<file path="src/rtl/sts_pkg.sv">
package sts_pkg;
  typedef enum logic [2:0] {
    ST_IDLE  = 3'd0,
    ST_ARMED = 3'd1,
    ST_DELAY = 3'd2,
    ST_RUN   = 3'd3,
    ST_DONE  = 3'd4
  } sts_state_e;
endpackage

</file>
<file path="src/rtl/sts_edge_sync.sv">
// Multi-flop resynchroniser with rising-edge pulse on the system clock.
module sts_edge_sync #(
  parameter int STAGES = 2
) (
  input  logic clk,
  input  logic rst,
  input  logic d,
  output logic rise
);
  logic [STAGES-1:0] sh;
  logic              last;

  always_ff @(posedge clk) begin
    if (rst) begin
      sh   <= '0;
      last <= 1'b0;
    end else begin
      if (STAGES > 1) sh <= {sh[STAGES-2:0], d};
      else            sh <= d;
      last <= sh[STAGES-1];
    end
  end

  assign rise = sh[STAGES-1] & ~last;
endmodule

</file>
<file path="src/rtl/sts_ref_div.sv">
// Base-rate divider (phase restarts on enable) and free-running sync clock.
module sts_ref_div #(
  parameter int REF_DIV   = 100,
  parameter int SYNC_HALF = 5
) (
  input  logic clk,
  input  logic rst,
  input  logic tick,
  input  logic en,
  output logic base_tick,
  output logic sync_clk
);
  localparam int DW = $clog2(REF_DIV + 1);
  localparam int HW = $clog2(SYNC_HALF + 1);

  logic [DW-1:0] cnt;
  logic [HW-1:0] hcnt;

  always_ff @(posedge clk) begin
    if (rst || !en) cnt <= '0;
    else if (tick) cnt <= (cnt == '0) ? DW'(REF_DIV - 1) : cnt - 1'b1;
  end

  assign base_tick = en & tick & (cnt == '0);

  always_ff @(posedge clk) begin
    if (rst) begin
      hcnt     <= '0;
      sync_clk <= 1'b0;
    end else if (tick) begin
      if (hcnt == HW'(SYNC_HALF - 1)) begin
        hcnt     <= '0;
        sync_clk <= ~sync_clk;
      end else begin
        hcnt <= hcnt + 1'b1;
      end
    end
  end
endmodule

</file>
<file path="src/rtl/sts_decim.sv">
// Keeps the first tick after clear, then one tick in every keep_n.
module sts_decim #(
  parameter int KW = 8
) (
  input  logic          clk,
  input  logic          rst,
  input  logic          clr,
  input  logic          tick,
  input  logic [KW-1:0] keep_n,
  output logic          keep
);
  logic [KW-1:0] kc;
  logic [KW:0]   nxt;

  assign nxt  = {1'b0, kc} + 1'b1;
  assign keep = tick & (kc == '0);

  always_ff @(posedge clk) begin
    if (rst || clr) kc <= '0;
    else if (tick) kc <= (nxt >= {1'b0, keep_n}) ? '0 : nxt[KW-1:0];
  end
endmodule

</file>
<file path="src/rtl/sts_timing_ctrl.sv">
module sts_timing_ctrl
  import sts_pkg::*;
#(
  parameter int NCH       = 8,
  parameter int SW        = 16,
  parameter int REF_DIV   = 100,
  parameter int SYNC_HALF = 5,
  parameter int DLY_W     = 32,
  parameter int KW        = 8,
  parameter int CW        = 16,
  parameter int SYNC_STG  = 2
) (
  input  logic              clk,
  input  logic              rst,
  input  logic              ref_in,
  input  logic              trig_in,
  input  logic              arm,
  input  logic              abort,
  input  logic [DLY_W-1:0]  cfg_delay,
  input  logic [KW-1:0]     cfg_keep_n,
  input  logic [CW-1:0]     cfg_count,
  input  logic [NCH*SW-1:0] adc_data,
  output logic              conv_strobe,
  output logic              sync_clk,
  output logic              wr_valid,
  output logic [CW-1:0]     wr_index,
  output logic [NCH*SW-1:0] wr_data,
  output logic              busy,
  output logic              done
);
  sts_state_e       state;
  logic             ref_tick, trig_rise, base_tick, keep;
  logic [DLY_W-1:0] dly;
  logic [KW-1:0]    keep_q;
  logic [CW-1:0]    cnt_q, idx;

  sts_edge_sync #(.STAGES(SYNC_STG)) u_ref_sync (
    .clk(clk), .rst(rst), .d(ref_in), .rise(ref_tick));

  sts_edge_sync #(.STAGES(SYNC_STG)) u_trig_sync (
    .clk(clk), .rst(rst), .d(trig_in), .rise(trig_rise));

  sts_ref_div #(.REF_DIV(REF_DIV), .SYNC_HALF(SYNC_HALF)) u_div (
    .clk(clk), .rst(rst), .tick(ref_tick), .en(state == ST_RUN),
    .base_tick(base_tick), .sync_clk(sync_clk));

  sts_decim #(.KW(KW)) u_decim (
    .clk(clk), .rst(rst), .clr(state != ST_RUN), .tick(base_tick),
    .keep_n(keep_q), .keep(keep));

  always_ff @(posedge clk) begin
    if (rst) begin
      state       <= ST_IDLE;
      dly         <= '0;
      keep_q      <= '0;
      cnt_q       <= '0;
      idx         <= '0;
      conv_strobe <= 1'b0;
      wr_valid    <= 1'b0;
      wr_index    <= '0;
    end else begin
      conv_strobe <= base_tick & ~abort;
      wr_valid    <= 1'b0;
      if (abort) begin
        state <= ST_IDLE;
      end else begin
        case (state)
          ST_IDLE, ST_DONE: begin
            if (arm && cfg_count != '0) begin
              state  <= ST_ARMED;
              dly    <= cfg_delay;
              keep_q <= cfg_keep_n;
              cnt_q  <= cfg_count;
              idx    <= '0;
            end
          end
          ST_ARMED: if (trig_rise) state <= ST_DELAY;
          ST_DELAY: begin
            if (dly == '0)    state <= ST_RUN;
            else if (ref_tick) dly  <= dly - 1'b1;
          end
          ST_RUN: begin
            if (keep) begin
              wr_valid <= 1'b1;
              wr_index <= idx;
              idx      <= idx + 1'b1;
              if (CW'(idx + 1'b1) == cnt_q) state <= ST_DONE;
            end
          end
          default: state <= ST_IDLE;
        endcase
      end
    end
  end

  // Per-channel capture registers, written only on a kept tick.
  for (genvar c = 0; c < NCH; c++) begin : g_lane
    always_ff @(posedge clk) begin
      if (rst)
        wr_data[c*SW +: SW] <= '0;
      else if (state == ST_RUN && keep && !abort)
        wr_data[c*SW +: SW] <= adc_data[c*SW +: SW];
    end
  end

  assign busy = (state == ST_ARMED) || (state == ST_DELAY) || (state == ST_RUN);
  assign done = (state == ST_DONE);
endmodule

</file>
<file path="config.mk">
export PLATFORM = sky130hd
export DESIGN_NAME = sts_timing_ctrl
export DESIGN_NICKNAME = d
export VERILOG_FILES = /design/src/rtl/sts_pkg.sv /design/src/rtl/sts_edge_sync.sv /design/src/rtl/sts_ref_div.sv /design/src/rtl/sts_decim.sv /design/src/rtl/sts_timing_ctrl.sv
export SDC_FILE = /design/constraint.sdc
export NUM_CORES = 1
export LEC_CHECK = 0
export ABC_AREA = 1
export BUFFER_PORTS_ARGS = -buffer_cell sky130_fd_sc_hd__buf_4
export CAP_MARGIN = 20
export CORE_MARGIN = 3
export CORE_UTILIZATION = 25
export CTS_BUF_LIST = sky130_fd_sc_hd__clkbuf_4 sky130_fd_sc_hd__clkbuf_8
export DETAILED_ROUTE_END_ITERATION = 8
export PLACE_DENSITY = 0.46
export SYNTH_ARGS = -nofsm -noshare
export SYNTH_HDL_FRONTEND = slang
export SYNTH_SLANG_ARGS = --single-unit
</file>
<file path="constraint.sdc">
create_clock -name clk -period 2.75 [get_ports clk]
set_input_delay 0.275 -clock clk [delete_from_list [all_inputs] [get_ports clk]]
set_output_delay 0.275 -clock clk [all_outputs]
set_load 0.01 [all_outputs]
</file>
* After elaboration in Yosys (flattened, before gate mapping)
Cells that the tools add are included.
** Word-level totals
- Flip-flop bits (word level) :: 246
- Bits in latches :: 0
- RAM bits :: 0
- Bits in read-only memories :: 0
- Input bits :: 190
- Output and inout port bits :: 149
- Logic and storage cells :: 97
- Memories kept :: 0
** Operators by class
- Add/sub/neg operators :: 5
- Multipliers :: 0
- Divide/modulo/power cells :: 0
- $lt $le $gt $ge :: 1
- Equality and inequality tests :: 14
- Shift-type cells :: 0
- Muxes and demuxes :: 17
- Bitwise operators :: 11
- Reduce and logical (&&, ||, !) cells :: 25
** Operators with widths (count)
- $mux W32 :: 3
- $pmux W32 S2 :: 1
- $logic_not A32 Y1 :: 1
- $mux W16 :: 2
- $pmux W16 S2 :: 1
- $sub A32 B1 Y32 const B :: 1
- $mux W3 :: 6
- $add A16 B1 Y16 const B :: 1
- $eq A16 B16 Y1 :: 1
- $reduce_bool A16 Y1 :: 1
- $ne A2 B2 Y1 const B :: 6
- $pmux W3 S4 :: 1
- $reduce_and A5 Y1 :: 2
- $add A8 B1 Y9 const B :: 1
- $ge A9 B8 Y1 :: 1
- $logic_not A8 Y1 :: 1
- $mux W8 :: 1
- $logic_not A7 Y1 :: 1
- $mux W7 :: 1
- $sub A7 B1 Y7 const B :: 1
- $and A1 B1 Y1 :: 6
- $eq A3 B2 Y1 const B :: 2
- $eq A3 B3 Y1 const B :: 2
- $reduce_and A3 Y1 :: 2
- other kinds (15) :: 27

* Longest topological paths before layout
- Word-level depth :: 7
- Gate-level depth with buffers :: 17
- Gate-level depth less buffers :: 17

* By module
Synthesis repeated with hierarchy kept, for this count alone.
** Unflattened totals
- Cells, all modules :: 1572
- Area total of the unflattened synthesis :: 10995.5 um2
** Modules (own cells, without submodules)
- sts_timing_ctrl :: times used 1, cells an instance 1346, area each 9465.3 um2, sequential area each 4424.2 um2
- sts_decim :: times used 1, cells an instance 122, area each 770.7 um2, sequential area each 160.2 um2
- sts_ref_div :: times used 1, cells an instance 84, area each 586.8 um2, sequential area each 220.2 um2
- sts_edge_sync :: times used 2, cells an instance 10, area each 86.3 um2, sequential area each 60.1 um2

* Worst setup path after synthesis
Ideal clock, no wire load.
- Kind :: reg2reg
- From :: reg u_decim.kc[0]
- To :: reg u_decim.kc[1]
- Setup time :: 0.070 ns
- Data arrival time :: 2.371 ns
- Data required time :: 2.680 ns
- Setup slack :: 0.310 ns
- Stages on the path, launching flop included :: 13
- Buffers on the path :: 0
- Clock period less this slack :: 2.440 ns
- Path through :: dfxtp_1 > inv_1 > nor3_1 > nand3_1 > nor3_1 > xor2_1 > ha_1 > nand2_1 > nor4_1 > or3_1 > nor2_1 > nand3_1 > a21oi_1
** On the way
- Cells in the longest elaborated chain, start to end :: 3
** RTL lines
- from (decl) :: RTL line sts_decim.sv:12 : logic [KW-1:0] kc;
- from (signal assigned) :: RTL line sts_decim.sv:20 : else if (tick) kc <= (nxt >= {1'b0, keep_n}) ? '0 : nxt[KW-1:0];
- $add A8 B1 Y9 * :: RTL line sts_decim.sv:15 : assign nxt = {1'b0, kc} + 1'b1;
- $ge A9 B8 Y1 :: RTL line sts_decim.sv:20
- $mux W8 * :: RTL line sts_decim.sv:20
Mark *: on every way between the ends. The rest lies on a longest branch, timed or not.
A chain may end at the register's enable or synchronous reset.

* Final worst setup path
- From :: reg u_decim.kc[0]
- To :: reg u_decim.kc[4]
The elaborated chain is that of the path after synthesis.

==> qor.yml <==
status: "finished, final reports clean"
syn_nets: 1730
worst_ep_required_time_ns: 3.27
area_growth_pct: 53.17
worst_slew_pin_slew_ns: 0.7915
synth_area_leader_cell: "dfxtp_1"
grt_usage_pct: 16.32
vias_per_cell: 4.347
synth-seq-cells: 246
drt_drc_violations_left: 0
worstSetupEndpointType: "flip-flop"
timing.fmax_ghz: 0.3966
yosysWarnings: 0
rows: 76
pwr-share-clk_pct: 44.8
yosys-top-cells-area: "dfxtp_1, a21oi_1, inv_1"
finalInstanceArea_um2: 16830
cts_buffers: 49
synth_top_area_share_pct: 44.82
grt_pass1_wl_um: 61140
drt_iter0_drc: 473
drtPass1Iterations: 6
start_kind: "flip-flop"
placed_cell_area_um2: 14100
antenna_found_initial: 0
num_vias: 11480
dieArea_um2: 46500
total_power_mw: 9.187
antenna_violating_nets_post_route: 0
grt_max_degree: 104
p_sw_share_pct: 26.65
routed_wl_um: 39060
finish.net_count: 2226
relSlewSlack_pct: 47.17
syn-cell-area_um2: 10990
fp.dieH_um: 215.6
hpwlAfterDp_um: 27140
power_frac_comb_pct: 14.1
cts-root-buf: "clkbuf_8"
cp.arrival_ns: 3.05
start_util_pct: 25.39
drive_gt1_share_pct: 23.17
syn_inst: 1524
p_int_mw: 6.739
critPathKind: "reg -> reg"
routabilityCongestion: 0.7944
cts_sinks: 246
core-area_um2: 43270
timing.final.ws_setup_ns: 0.2285
finalCritPeriodShare_pct: 91.69
n_fill_cell: 4481
setup_violations: 0
vdd_ir_drop_max_mv: 0.3246
hp-class: "in -> reg"
port_buffers: 338
dp_slack_ns: 0.1667
clkLatencyLatePin_ns: 0.61
p_leak_nw: 7.170
tns_ns: 0
die_x_um: 215.6
slew_viol_final: 0
hold_viol: 0
path_clk_slew_ns: 0.06
finalWorstPathRequiredPeriod_ns: 2.522
htree_num_levels: 2
holdWs_ns: 0.04614
critical_path_peak_fanout: 8
cts_tree: "yes"
seqPwrFrac_pct: 41.1
clock_skew_ns: 0.02315
wl_per_cell_um: 14.80
synth_area_per_cell_um2: 7.209
p_switching_mw: 2.449
synth_cell_type_count: 44
grt_overflow: 0
io_pins: 339
grt_pass1_vias: 10990
power.density_nw_per_um2: 545.9
seq_area_frac_synth_pct: 44.82
maxCapViolations: 0
cts_buffer_depth: 3
rsz0062_at_grt: "false"
## through the flow
| stage | cells | util (%) |
|---|---|---|
| after floorplan | 1524 | - |
| after global placement | 2390 | 32.59 |
| after CTS | 2639 | 38.88 |
| after detailed placement | 2390 | 32.59 |
| final | 2640 | 38.90 |
| after global routing | 2639 | 38.89 |
## power by group through the flow
stage | combinational (mW) | clock, mW | sequential (mW)
floorplan | 0.685 | 0 | 3.82
global placement | 1.09 | 0 | 3.85
detailed placement | 1.10 | 0 | 3.85
CTS | 1.31 | 4.29 | 3.77
global route | 1.47 | 4.44 | 3.79
finish | 1.30 | 4.12 | 3.77
## cell families (layout without fill, tap and decap cells)
group | Yosys count | in the layout | synth area share (%)
other cells | 0 | 1 | 0
mux | 1 | 1 | 0.09111
flops | 246 | 246 | 44.82
fa+ha+maj | 16 | 16 | 1.822
simple gates | 408 | 408 | 16.06
buf+inv | 332 | 862 | 11.84
compound gates | 499 | 499 | 23.61
xor+xnor | 22 | 22 | 1.754
## synth_stat cells
master	n
nor3_2	1
xor2_1	14
o21a_1	13
o22ai_1	4
nor2_1	122
dfxtp_1	246
nand2_2	4
nand4_2	1
clkbuf_1	38
buf_4	1
a21o_1	2
inv_2	13
a22o_1	1
nor3_1	15
a211oi_1	5
o21bai_1	1
mux2i_1	1
o211ai_1	1
ha_1	16
o211a_1	2
o21ai_0	50
nand3_2	2
buf_2	35
nor4_1	3
a21boi_0	1
nor2_2	5
or2_2	3
or3_1	1
nand3_1	58
o31ai_1	1
o2111ai_1	1
nor2_4	1
nand4_1	15
nand3_4	1
and2_1	1
inv_1	243
nor3_4	1
a31oi_1	11
o21ai_1	167
clkinv_1	1
nand2_1	174
buf_6	1
xnor2_1	8
a21oi_1	239
## registers in the layout (all words and copies together), names as in the netlist
signal	flops
cnt_q	16
conv_strobe	1
dly	32
idx	16
keep_q	8
state	3
u_decim.kc	8
u_div.cnt	7
u_div.hcnt	3
u_div.sync_clk	1
u_ref_sync.last	1
u_ref_sync.sh	2
u_trig_sync.last	1
u_trig_sync.sh	2
wr_data	128
wr_index	16
wr_valid	1
## worst paths after layout
check / startpoint / endpoint / slack, ns / cells after the start
worst max-delay path: u_decim.kc[0] / u_decim.kc[4] / 0.23 / 13
worst min-delay path: cfg_count[8] / cnt_q[8] / 0.05 / 3
worst min register to register: u_trig_sync.sh[0] / u_trig_sync.sh[1] / 0.40 / 2
worst max register to register: u_decim.kc[0] / u_decim.kc[4] / 0.23 / 13
## timing repair
action | CTS | global route
setup buffers | 0 | 0
gates resized for setup | 0 | 1
hold buffers | 164 | 0
setup endpoints to repair | 0 | 8
endpoints found under the hold margin | 166 | 0
## per-layer routing
metal / global-route usage, % / vias up / wire length, um
met1: 21.09 / 5121 / 17880
li1: - / 5979 / -
met4: 5.486 / 0 / 1189
met5: 0 / - / 0
met3: 4.365 / 70 / 2494
met2: 26.45 / 307 / 17500
## cell type report
cell class / instances / area (um^2) / area share, %
tap: 585 / 732.0 / 4.349
clock inverter: 8 / 95.09 / 0.5651
multi-input combinational: 946 / 4771 / 28.35
clock buffer: 77 / 984.7 / 5.851
timing repair buffer: 520 / 4352 / 25.86
antenna: 1 / 2.502 / 0.01487
sequential: 246 / 4925 / 29.26
inverter: 257 / 967.2 / 5.747
## critical path: stages, from the launching register on
cell     delay [ns]
dfxtp_1        0.37
inv_1          0.10
nor3_2         0.24
nand3_1        0.14
nor3_1         0.21
xor2_1         0.23
ha_1           0.27
nand2_1        0.06
nor4_1         0.04
or3_1          0.35
nor2_1         0.09
buf_4          0.16
nand3_1        0.07
a21oi_1        0.13
## layout by cell type, fill, tap and decap left out, types with 3 or more instances in the layout
cell type / count
a211oi_1: 5
a21oi_1: 239
a31oi_1: 11
buf_12: 3
buf_4: 353
clkbuf_4: 12
clkbuf_8: 65
clkinv_2: 4
dfxtp_1: 246
dlygate4sd3_1: 164
ha_1: 16
inv_1: 242
inv_2: 13
nand2_1: 174
nand2_2: 4
nand3_1: 58
nand4_1: 15
nor2_1: 122
nor2_2: 5
nor3_1: 13
nor3_2: 3
nor4_1: 3
o21a_1: 13
o21ai_0: 50
o21ai_1: 167
o22ai_1: 4
or2_2: 3
xnor2_1: 8
xor2_1: 14
No activity file was read; power rests on OpenSTA's default activity.
